`src/rtl/rtc_cal_pkg.sv`:
```
`timescale 1ns/1ps
package rtc_cal_pkg;

  localparam int NREG   = 8;
  localparam int REG_W  = 8;
  localparam int SNAP_W = NREG * REG_W;

  localparam int IDX_HSEC  = 0;
  localparam int IDX_SEC   = 1;
  localparam int IDX_MIN   = 2;
  localparam int IDX_HOUR  = 3;
  localparam int IDX_DOW   = 4;
  localparam int IDX_DATE  = 5;
  localparam int IDX_MONTH = 6;
  localparam int IDX_YEAR  = 7;

  // Bit positions inside the hours and day registers.
  localparam int HOUR_MODE_BIT = 7;
  localparam int HOUR_PM_BIT   = 5;
  localparam int DOW_STOP_BIT  = 5;
  localparam int DOW_RSTEN_BIT = 4;

  // Storable bits of each register; the other bits always read zero.
  localparam logic [SNAP_W-1:0] KEEP_ALL = {
    8'hFF,  // year
    8'h1F,  // month
    8'h3F,  // date
    8'h37,  // day of week with control bits
    8'hBF,  // hours
    8'h7F,  // minutes
    8'h7F,  // seconds
    8'hFF   // hundredths
  };

  typedef logic [REG_W-1:0] bcd8_t;

  // Add one to a two-digit BCD value (no range wrap).
  function automatic bcd8_t bcd_inc(input bcd8_t v);
    bcd8_t r;
    if (v[3:0] >= 4'd9) r = {v[7:4] + 4'd1, 4'd0};
    else                r = {v[7:4], v[3:0] + 4'd1};
    return r;
  endfunction

  // Step a BCD value inside [lo, hi]; values at or above hi go back to lo.
  function automatic bcd8_t bcd_next(input bcd8_t v, input bcd8_t lo, input bcd8_t hi);
    bcd8_t r;
    if (v >= hi) r = lo;
    else         r = bcd_inc(v);
    return r;
  endfunction

  // Ten is 2 mod 4, so the BCD year is a multiple of 4 when 2*tens_lsb + ones is.
  function automatic logic bcd_year_leap(input bcd8_t y);
    logic [1:0] r;
    r = {y[4], 1'b0} + y[1:0];
    return (r == 2'b00);
  endfunction

  // Last BCD date of the given BCD month.
  function automatic bcd8_t month_last_date(input bcd8_t mo, input logic leap);
    bcd8_t r;
    case (mo)
      8'h02:                      r = leap ? 8'h29 : 8'h28;
      8'h04, 8'h06, 8'h09, 8'h11: r = 8'h30;
      default:                    r = 8'h31;
    endcase
    return r;
  endfunction

endpackage

```
`src/rtl/rtc_bcd_wrap.sv`:
```
`timescale 1ns/1ps
module rtc_bcd_wrap
  import rtc_cal_pkg::*;
#(
  parameter logic [7:0] LO = 8'h00,
  parameter logic [7:0] HI = 8'h59
) (
  input  logic       en,
  input  logic [7:0] cur,
  output logic [7:0] nxt,
  output logic       carry
);

  logic at_top;

  always_comb begin
    at_top = (cur >= HI);
    carry  = en & at_top;
    if (en) nxt = bcd_next(cur, LO, HI);
    else    nxt = cur;
  end

endmodule

```
`src/rtl/rtc_hour_step.sv`:
```
`timescale 1ns/1ps
module rtc_hour_step
  import rtc_cal_pkg::*;
(
  input  logic       en,
  input  logic [7:0] cur,
  output logic [7:0] nxt,
  output logic       day_carry
);

  logic       mode12;
  logic       pm_q;
  logic       pm_n;
  logic [7:0] h24_v;
  logic [7:0] h12_v;
  logic [7:0] h_n;
  logic       wrap24;
  logic       to_noon;

  always_comb begin
    mode12  = cur[HOUR_MODE_BIT];
    pm_q    = cur[HOUR_PM_BIT];
    h24_v   = {2'b00, cur[5:0]};
    h12_v   = {3'b000, cur[4:0]};
    wrap24  = (h24_v >= 8'h23);
    to_noon = (h12_v == 8'h11);
    pm_n    = pm_q;
    h_n     = 8'h00;

    if (mode12) begin
      if (to_noon)              begin h_n = 8'h12; pm_n = ~pm_q; end
      else if (h12_v >= 8'h12)  h_n = 8'h01;
      else                      h_n = bcd_inc(h12_v);
    end else begin
      if (wrap24) h_n = 8'h00;
      else        h_n = bcd_inc(h24_v);
    end

    if (!en) begin
      nxt       = cur;
      day_carry = 1'b0;
    end else if (mode12) begin
      nxt       = {1'b1, 1'b0, pm_n, h_n[4:0]};
      day_carry = to_noon & pm_q;
    end else begin
      nxt       = {2'b00, h_n[5:0]};
      day_carry = wrap24;
    end
  end

endmodule

```
`src/rtl/rtc_date_step.sv`:
```
`timescale 1ns/1ps
module rtc_date_step
  import rtc_cal_pkg::*;
(
  input  logic       en,
  input  logic [7:0] date_cur,
  input  logic [7:0] month_cur,
  input  logic [7:0] year_cur,
  output logic [7:0] date_nxt,
  output logic       month_carry
);

  logic [7:0] last_d;
  logic       leap;
  logic       at_end;

  always_comb begin
    leap        = bcd_year_leap(year_cur);
    last_d      = month_last_date(month_cur, leap);
    at_end      = (date_cur >= last_d);
    month_carry = en & at_end;
    if (!en)         date_nxt = date_cur;
    else if (at_end) date_nxt = 8'h01;
    else             date_nxt = bcd_inc(date_cur);
  end

endmodule

```
`src/rtl/rtc_bcd_calendar.sv`:
```
`timescale 1ns/1ps
module rtc_bcd_calendar
  import rtc_cal_pkg::*;
#(
  parameter logic [7:0] RST_DOW   = 8'h01,
  parameter logic [7:0] RST_DATE  = 8'h01,
  parameter logic [7:0] RST_MONTH = 8'h01,
  parameter logic [7:0] RST_YEAR  = 8'h00
) (
  input  logic              clk,
  input  logic              rst_n,
  input  logic              tick_i,
  input  logic              load_i,
  input  logic [SNAP_W-1:0] load_time_i,
  output logic [SNAP_W-1:0] time_o
);

  localparam int NSUB = 3;  // hundredths, seconds, minutes share one counter shape
  localparam logic [7:0] RST_DAYREG =
    8'((1 << DOW_STOP_BIT) | (1 << DOW_RSTEN_BIT)) | (RST_DOW & 8'h07);

  logic [NREG-1:0][REG_W-1:0] regs_q;
  logic [NREG-1:0][REG_W-1:0] regs_d;

  logic            run;
  logic            upd_en;
  logic [NSUB:0]   sub_c;
  logic [NSUB-1:0][REG_W-1:0] sub_nxt;
  logic [7:0]      hour_nxt;
  logic            day_c;
  logic [7:0]      date_nxt;
  logic            month_c;
  logic [7:0]      month_nxt;
  logic            year_c;
  logic [7:0]      year_nxt;
  logic [7:0]      dow_cur;
  logic [7:0]      dow_nxt;

  assign run      = tick_i & ~regs_q[IDX_DOW][DOW_STOP_BIT];
  assign sub_c[0] = run;
  assign upd_en   = load_i | run;

  generate
    for (genvar g = 0; g < NSUB; g++) begin : g_sub
      localparam logic [7:0] HI_V = (g == IDX_HSEC) ? 8'h99 : 8'h59;
      rtc_bcd_wrap #(.LO(8'h00), .HI(HI_V)) u_wrap (
        .en    (sub_c[g]),
        .cur   (regs_q[g]),
        .nxt   (sub_nxt[g]),
        .carry (sub_c[g+1])
      );
    end
  endgenerate

  rtc_hour_step u_hour (
    .en        (sub_c[NSUB]),
    .cur       (regs_q[IDX_HOUR]),
    .nxt       (hour_nxt),
    .day_carry (day_c)
  );

  rtc_date_step u_date (
    .en          (day_c),
    .date_cur    (regs_q[IDX_DATE]),
    .month_cur   (regs_q[IDX_MONTH]),
    .year_cur    (regs_q[IDX_YEAR]),
    .date_nxt    (date_nxt),
    .month_carry (month_c)
  );

  rtc_bcd_wrap #(.LO(8'h01), .HI(8'h12)) u_month (
    .en    (month_c),
    .cur   (regs_q[IDX_MONTH]),
    .nxt   (month_nxt),
    .carry (year_c)
  );

  always_comb begin
    dow_cur  = {5'b00000, regs_q[IDX_DOW][2:0]};
    dow_nxt  = day_c  ? bcd_next(dow_cur, 8'h01, 8'h07) : dow_cur;
    year_nxt = year_c ? bcd_next(regs_q[IDX_YEAR], 8'h00, 8'h99) : regs_q[IDX_YEAR];
  end

  // Next-state: load wins over a tick.
  always_comb begin
    regs_d = regs_q;
    if (load_i) begin
      for (int i = 0; i < NREG; i++) begin
        regs_d[i] = load_time_i[i*REG_W +: REG_W] & KEEP_ALL[i*REG_W +: REG_W];
      end
    end else if (run) begin
      for (int i = 0; i < NSUB; i++) begin
        regs_d[i] = sub_nxt[i];
      end
      regs_d[IDX_HOUR]  = hour_nxt;
      regs_d[IDX_DOW]   = {2'b00, regs_q[IDX_DOW][DOW_STOP_BIT],
                           regs_q[IDX_DOW][DOW_RSTEN_BIT], 1'b0, dow_nxt[2:0]};
      regs_d[IDX_DATE]  = date_nxt;
      regs_d[IDX_MONTH] = month_nxt;
      regs_d[IDX_YEAR]  = year_nxt;
    end
  end

  always_ff @(posedge clk or negedge rst_n) begin
    if (!rst_n) begin
      regs_q[IDX_HSEC]  <= 8'h00;
      regs_q[IDX_SEC]   <= 8'h00;
      regs_q[IDX_MIN]   <= 8'h00;
      regs_q[IDX_HOUR]  <= 8'h00;
      regs_q[IDX_DOW]   <= RST_DAYREG;
      regs_q[IDX_DATE]  <= RST_DATE;
      regs_q[IDX_MONTH] <= RST_MONTH;
      regs_q[IDX_YEAR]  <= RST_YEAR;
    end else if (upd_en) begin
      regs_q <= regs_d;
    end
  end

  assign time_o = regs_q;

endmodule

```
`config.mk`:
```
export PLATFORM = sky130hd
export DESIGN_NAME = rtc_bcd_calendar
export DESIGN_NICKNAME = d
export VERILOG_FILES = /design/src/rtl/rtc_cal_pkg.sv /design/src/rtl/rtc_bcd_wrap.sv /design/src/rtl/rtc_hour_step.sv /design/src/rtl/rtc_date_step.sv /design/src/rtl/rtc_bcd_calendar.sv
export SDC_FILE = /design/constraint.sdc
export NUM_CORES = 1
export LEC_CHECK = 0
export ABC_AREA = 1
export BUFFER_PORTS_ARGS = -buffer_cell sky130_fd_sc_hd__buf_2
export CAP_MARGIN = 40
export CELL_PAD_IN_SITES_DETAIL_PLACEMENT = 2
export CELL_PAD_IN_SITES_GLOBAL_PLACEMENT = 2
export CORE_ASPECT_RATIO = 0.5
export CORE_MARGIN = 5
export CORE_UTILIZATION = 29
export DETAILED_ROUTE_END_ITERATION = 6
export MAX_ROUTING_LAYER = met4
export PLACE_DENSITY_LB_ADDON = 0.15
export SLEW_MARGIN = 10
export SYNTH_ARGS = -nofsm -noshare
export SYNTH_HDL_FRONTEND = slang
export SYNTH_SLANG_ARGS = --single-unit
export TNS_END_PERCENT = 20
```
`constraint.sdc`:
```
create_clock -name clk -period 3.6 [get_ports clk]
set_input_delay 0.36 -clock clk [delete_from_list [all_inputs] [get_ports clk]]
set_output_delay 0.36 -clock clk [all_outputs]
set_load 0.01 [all_outputs]
```
### After elaboration in Yosys (flattened, before gate mapping)

Index checks and enable logic that the tools add are counted.

| cells by class | value |
|---|---|
| muxes and demuxes | 35 |
| bitwise gates (word level) | 10 |
| $add $sub $neg | 17 |
| magnitude comparators | 17 |
| equal/unequal tests | 7 |
| reductions and logical operators | 31 |

Operator list:

| kind | number |
|---|---|
| 8-bit two-way mux | 19 |
| 64-bit two-way mux | 2 |
| 4-bit by 1-bit adder with 4-bit output, second input constant | 13 |
| 6-bit two-way mux | 6 |
| 4-bit greater-or-equal comparator, second input constant | 7 |
| 3-bit AND reduction | 7 |
| 4-bit AND reduction | 5 |
| 3-bit nonzero test | 6 |
| 8-bit by 3-bit equality test with 1-bit output, second input constant | 2 |
| 8-bit by 7-bit greater-or-equal comparator with 1-bit output, second input constant | 2 |
| 8-bit greater-or-equal comparator, second input constant | 2 |
| 8-bit case mux with 2 select lines | 1 |
| 2-bit nonzero test | 7 |
| 3-bit two-way mux | 3 |
| 8-bit by 2-bit equality test with 1-bit output, second input constant | 1 |
| 8-bit by 4-bit equality test with 1-bit output, second input constant | 1 |
| 8-bit by 5-bit equality test with 1-bit output, second input constant | 1 |
| 8-bit by 5-bit greater-or-equal comparator with 1-bit output, second input constant | 1 |
| 8-bit greater-or-equal comparator | 1 |
| 1-bit bitwise AND | 7 |
| 6-bit greater-or-equal comparator, second input constant | 1 |
| 5-bit equality test, second input constant | 1 |
| 5-bit greater-or-equal comparator, second input constant | 1 |
| 5-bit AND reduction | 1 |
| other kinds (14) | 19 |

| storage, ports and cells | value |
|---|---|
| word-level logic and storage cells | 134 |
| flip-flop bits (word level) | 64 |
| output and inout bits | 64 |
| bits of input ports | 68 |

### Depth between registers and ports, before layout

| logic depth | value |
|---|---|
| depth in word-level cells | 11 |
| gate-level depth with buffers | 19 |
| depth with buffers taken out | 19 |

### Cells and area by module

From an unflattened synthesis, not the netlist that was laid out.

| second synthesis, totals | value |
|---|---|
| cells, all modules | 777 |
| area, all modules | 5,267.6 sq um |

By module, submodules not included:

| module | area an instance (sq um) | times used | cells each | sequential area each (sq um) |
|---|---|---|---|---|
| rtc_bcd_calendar | 3,035.4 | 1 | 379 | 1,532.7 |
| rtc_bcd_wrap (g_sub[1].u_wrap ...) | 300.3 | 2 | 51 | 0.0 |
| rtc_date_step | 561.8 | 1 | 104 | 0.0 |
| rtc_hour_step | 412.9 | 1 | 75 | 0.0 |
| rtc_bcd_wrap (u_month) | 361.6 | 1 | 65 | 0.0 |
| rtc_bcd_wrap (g_sub[0].u_wrap) | 295.3 | 1 | 52 | 0.0 |

### Worst setup path after synthesis

Ideal clock, no wire load.

| timing path | value |
|---|---|
| path kind | reg2reg |
| start point | register regs_q (netlist bit time_o[48]) |
| end point | register regs_q (netlist bit time_o[44]) |
| cell stages (with the launch flop) | 18 |
| required time | 3,484 ps |
| data arrival time | 2,449 ps |
| buffers on the path | 0 |
| path slack | 1,034 ps |
| clock period less this slack | 2,566 ps |
| setup time | 116 ps |
| cells stage by stage | dfstp_2 -> inv_1 -> ha_1 -> o21ai_0 -> o21ai_0 -> a32oi_1 -> nand2_1 -> inv_1 -> ha_1 -> and3_1 -> a21oi_1 -> nand2_2 -> nor2_1 -> nand2_1 -> nand2_4 -> inv_2 -> nand2_1 -> nand2_1 |

| on the way | value |
|---|---|
| cells in the longest elaborated chain, start to end | 8 |
| elaborated cells between the ends (all ways) | 14 |
| classes of those cells | order compare: 1; eq/ne: 5; mux: 5; reduce/logical: 3 |

Ends and longest elaborated chain:

| element | RTL line | text |
|---|---|---|
| from (decl) | rtc_bcd_calendar.sv:22 | `logic [NREG-1:0][REG_W-1:0] regs_q;` |
| from (signal assigned) | rtc_bcd_calendar.sv:115 | `regs_q <= regs_d;` |
| 8-bit by 3-bit equality test with 1-bit output, or another cell as far along | rtc_cal_pkg.sv:63 | `case (mo)` |
| 4-bit OR reduction | rtc_cal_pkg.sv:63 |  |
| 8-bit case mux with 2 select lines (*) | rtc_cal_pkg.sv:63 |  |
| 8-bit greater-or-equal comparator (*) | rtc_date_step.sv:20 | `at_end = (date_cur >= last_d);` |
| 8-bit two-way mux | rtc_date_step.sv:23 | `else if (at_end) date_nxt = 8'h01;` |
| 8-bit two-way mux | rtc_date_step.sv:22 | `if (!en) date_nxt = date_cur;` |
| 64-bit two-way mux | rtc_bcd_calendar.sv:91 | `end else if (run) begin` |
| 64-bit two-way mux | rtc_bcd_calendar.sv:87 | `if (load_i) begin` |

Every way passes the cells marked *; elsewhere a longest branch is shown, timed or not. The select of a mux whose other input is x is not followed.
A chain may end at the register's enable or synchronous reset.

### Worst setup path in the final report

| timing path | value |
|---|---|
| start point | register regs_q (netlist bit time_o[48]) |
| end point | register regs_q (netlist bit time_o[45]) |

The elaborated chain is that of the path after synthesis.

==> flow_summary_export.csv <==
group,metric,value,unit
run_status,outcome,"finished, final reports clean",
layout,regArea,0.00151,sq mm
clock_network,clk-insertion-delay-late,0.33,ns
global_routing,grt_antenna_before_repair,2,
die,rows,31,
global_routing,gr-total-overflow,0,
placed_design,place_hpwl,11000,um
worst_setup_path,cp.required,3.82,ns
die,io-pin-count,132,
worst_setup_path,critPathLaunchType,"flip-flop",
timing,fmax,339,MHz
timing,slew_violations,0,
yosys,async_flop_share,100,%
yosys,syn-cell-area,0.00433,sq mm
global_routing,track_usage,17.4,%
worst_setup_path,critPathMaxFanout,7,
layout,final_common_cell,"nand2_1",
worst_setup_path,r2r_cells,19,
route,finalWirelength,14400,um
yosys,ys_seq_area_share,34.8,%
worst_setup_path,startpoint,"time_o[48]",
timing,post-route-min-period,2.95,ns
route,drt.antenna.violating_nets,0,
hold_path,worstHoldPathType,"input port to flip-flop",
timing,finalCritPeriodShare,82.0,%
clock_network,clkTransAtPathRegs,0.05,ns
hold_path,holdPathEnd,"time_o[36]",
power,power_frac_seq,35.2,%
power,clkPwrFrac,28.8,%
route,post_drt_wl_per_cell,16.3,um
worst_setup_path,worstPathArrival,3.17,ns
layout,syn_to_final_growth,26.2,%
layout,largest_reg_flops,60,
global_routing,grt_first_pass_wirelength,23800,um
layout,post-route-util,37.6,%
yosys,synth_edf_count,0,
yosys,netlist_instances,554,
route,viasPerCell,4.84,
placed_design,gp_congestion,0.758,
worst_setup_path,end_kind,"flip-flop",
placed_design,place_ws,0.613,ns
worst_setup_path,r2r_slack,0.65,ns
layout,layout-drive-gt1-share,25.2,%
clock_network,cts_resized,0,
layout,layout_common_cells,"nand2_1 (146), buf_2 (116), inv_1 (57)",
timing,clock_skew,0.00655,ns
die,die_h,96.4,um
power,switchingPower,0.00120,W
yosys,yosys_warnings,0,
power,peakVddDrop,0.000210,V
clock_network,cts_tree,"done",
yosys,ys.flop_type,"dfrtp_1",
timing,final-hold-violation-count,0,
global_routing,grt_pass1_vias,4762,
layout,nets,788,
die,core,0.0145,sq mm
yosys,yosysUniqueCellTypes,46,
die,fp.dieW,183,um
clock_network,cts-root-buf,"clkbuf_16",
die,dieArea,0.0176,sq mm
route,vias,4267,
timing,worst_pin_slew,0.658,ns
route,dr.first_iter.drc_count,144,
route,drc_errors,0,
global_routing,grt_max_degree,57,
layout,nFillCells,1726,
clock_network,clockBufferDepth,2,
timing,timing.final.ws_setup,0.649,ns
timing,setup_viol,0,
timing,whs,0.231,ns
worst_setup_path,r2r-start,"time_o[48]",
timing,slew_headroom,56.1,%
timing,tns,0,ns
power,switching_share,40.5,%
power,cell_internal_pwr,0.00176,W
power,report.power.total,0.00296,W
worst_setup_path,r2r_end,"time_o[45]",
power,comb_power_share,36.1,%
clock_network,cts_inserted_buffers,9,
timing,rsz0062_at_grt,"false",
layout,multi_input_area,0.00254,sq mm
clock_network,h-tree-depth,3,
yosys,ys_ff_latch,60,
die,initial_core_util,29.8,%
power,p_leak,2.88,nW
hold_path,hold_depth,3,
yosys,synth.avg_cell_area,7.82,sq um
route,dr.pass1.iters,4,
clock_network,cts_setup_buffers,0,
power,power_density,541,mW/mm^2
placed_design,io_buffers,116,
job,cap_violations,0,
worst_setup_path,critical_path_class,"flip-flop to flip-flop",
clock_network,cts.sinks,60,
hold_path,min_from,"load_time_i[36]",
[worst max-delay path, cell delays in order (launching register included)]
cell     delay, ns
dfstp_2       0.57
inv_1         0.10
ha_1          0.22
o21ai_0       0.15
o21ai_0       0.12
a32oi_1       0.23
nand2_1       0.08
o31ai_1       0.08
ha_1          0.21
nand2_1       0.07
nand2_1       0.07
nand2_1       0.05
a21oi_1       0.18
nand2_2       0.18
nor2_1        0.13
nand2_1       0.11
nand2_4       0.12
inv_2         0.05
nand2_1       0.06
nand2_1       0.06
[power by group through the flow]
stage	Sequential, W	Combinational [W]	Clock, W
final	0.00104	0.00107	0.000850
after global placement	0.00105	0.00103	0
after floorplan	0.00106	0.000627	0
after CTS	0.00104	0.00110	0.000885
after global routing	0.00107	0.00123	0.000913
after detailed placement	0.00105	0.00109	0
[worst max-delay path by stage]
| stage | to | cells after the start |
|---|---|---|
| 2_1_floorplan | time_o[44] | 17 |
| 3_3_place_gp | time_o[45] | 17 |
| 3_5_place_dp | time_o[45] | 19 |
| 4_1_cts | time_o[45] | 19 |
| 5_1_grt | time_o[45] | 19 |
| 6_report | time_o[45] | 19 |
[cell families (layout without fill, tap and decap cells)]
family	after synthesis	after routing	synth area share [%]
AO/OA/AOI/OAI	97	97	14.0
XOR/XNOR	20	20	4.04
adder cells (fa/ha/maj)	43	43	12.4
buffers and inverters	74	199	6.85
flip-flops	60	60	34.8
other	1	6	0.0866
AND/OR/NAND/NOR	259	259	27.8
[cell type report]
class,count,share of cell area [%]
Antenna cell,2,0.0916
Tap cell,198,4.53
Multi-Input combinational cell,423,46.5
Inverter,61,4.19
Clock inverter,4,0.412
Timing Repair Buffer,122,11.9
Sequential cell,60,27.6
Clock buffer,12,4.88
[through the flow]
| step | instance area, sq um | instances |
|---|---|---|
| 3_5_place_dp | 5160 | 863 |
| 3_3_place_gp | 5130 | 862 |
| 5_1_grt | 5470 | 882 |
| 2_1_floorplan | 4340 | 557 |
| 6_report | 5470 | 882 |
| 4_1_cts | 5460 | 880 |
[per-layer routing]
metal / track usage (%) / up-vias / wire, um
met5: - / - / 0
met4: 4.09 / 0 / 129
met3: 4.04 / 10 / 581
met2: 30.5 / 69 / 7080
met1: 20.9 / 2107 / 6580
li1: - / 2081 / -
[Yosys cell counts, types with 2 or more instances]
cell	count	area, sq um
nor2_2	3	18.8
o21ai_1	3	15.0
o21ai_2	3	26.3
o31ai_1	4	30.0
nor2_1	31	116
a21oi_2	2	17.5
nor3_1	2	10.0
nand2_4	4	45.0
nand3b_1	3	22.5
nand2_1	146	548
o21ai_0	42	210
nand4_1	6	37.5
dfstp_2	5	131
xor2_1	13	114
nand2_2	5	31.3
nand3_2	2	20.0
buf_2	3	15.0
a22oi_1	6	45.0
clkbuf_1	5	18.8
a21oi_1	15	75.1
dfrtp_1	55	1380
o211ai_1	6	45.0
ha_1	43	538
buf_4	4	30.0
nand3_1	50	250
nand3_4	3	52.6
xnor2_1	7	61.3
inv_1	57	214
o311ai_0	3	26.3
o22ai_1	4	25.0
inv_2	4	15.0
[what timing repair did]
item | in CTS | in global routing
endpoints found under the hold margin | 15 | 0
hold buffers | 1 | 0
setup endpoints to repair | 0 | 0
Note: power is estimated with default switching activity, not from simulation.
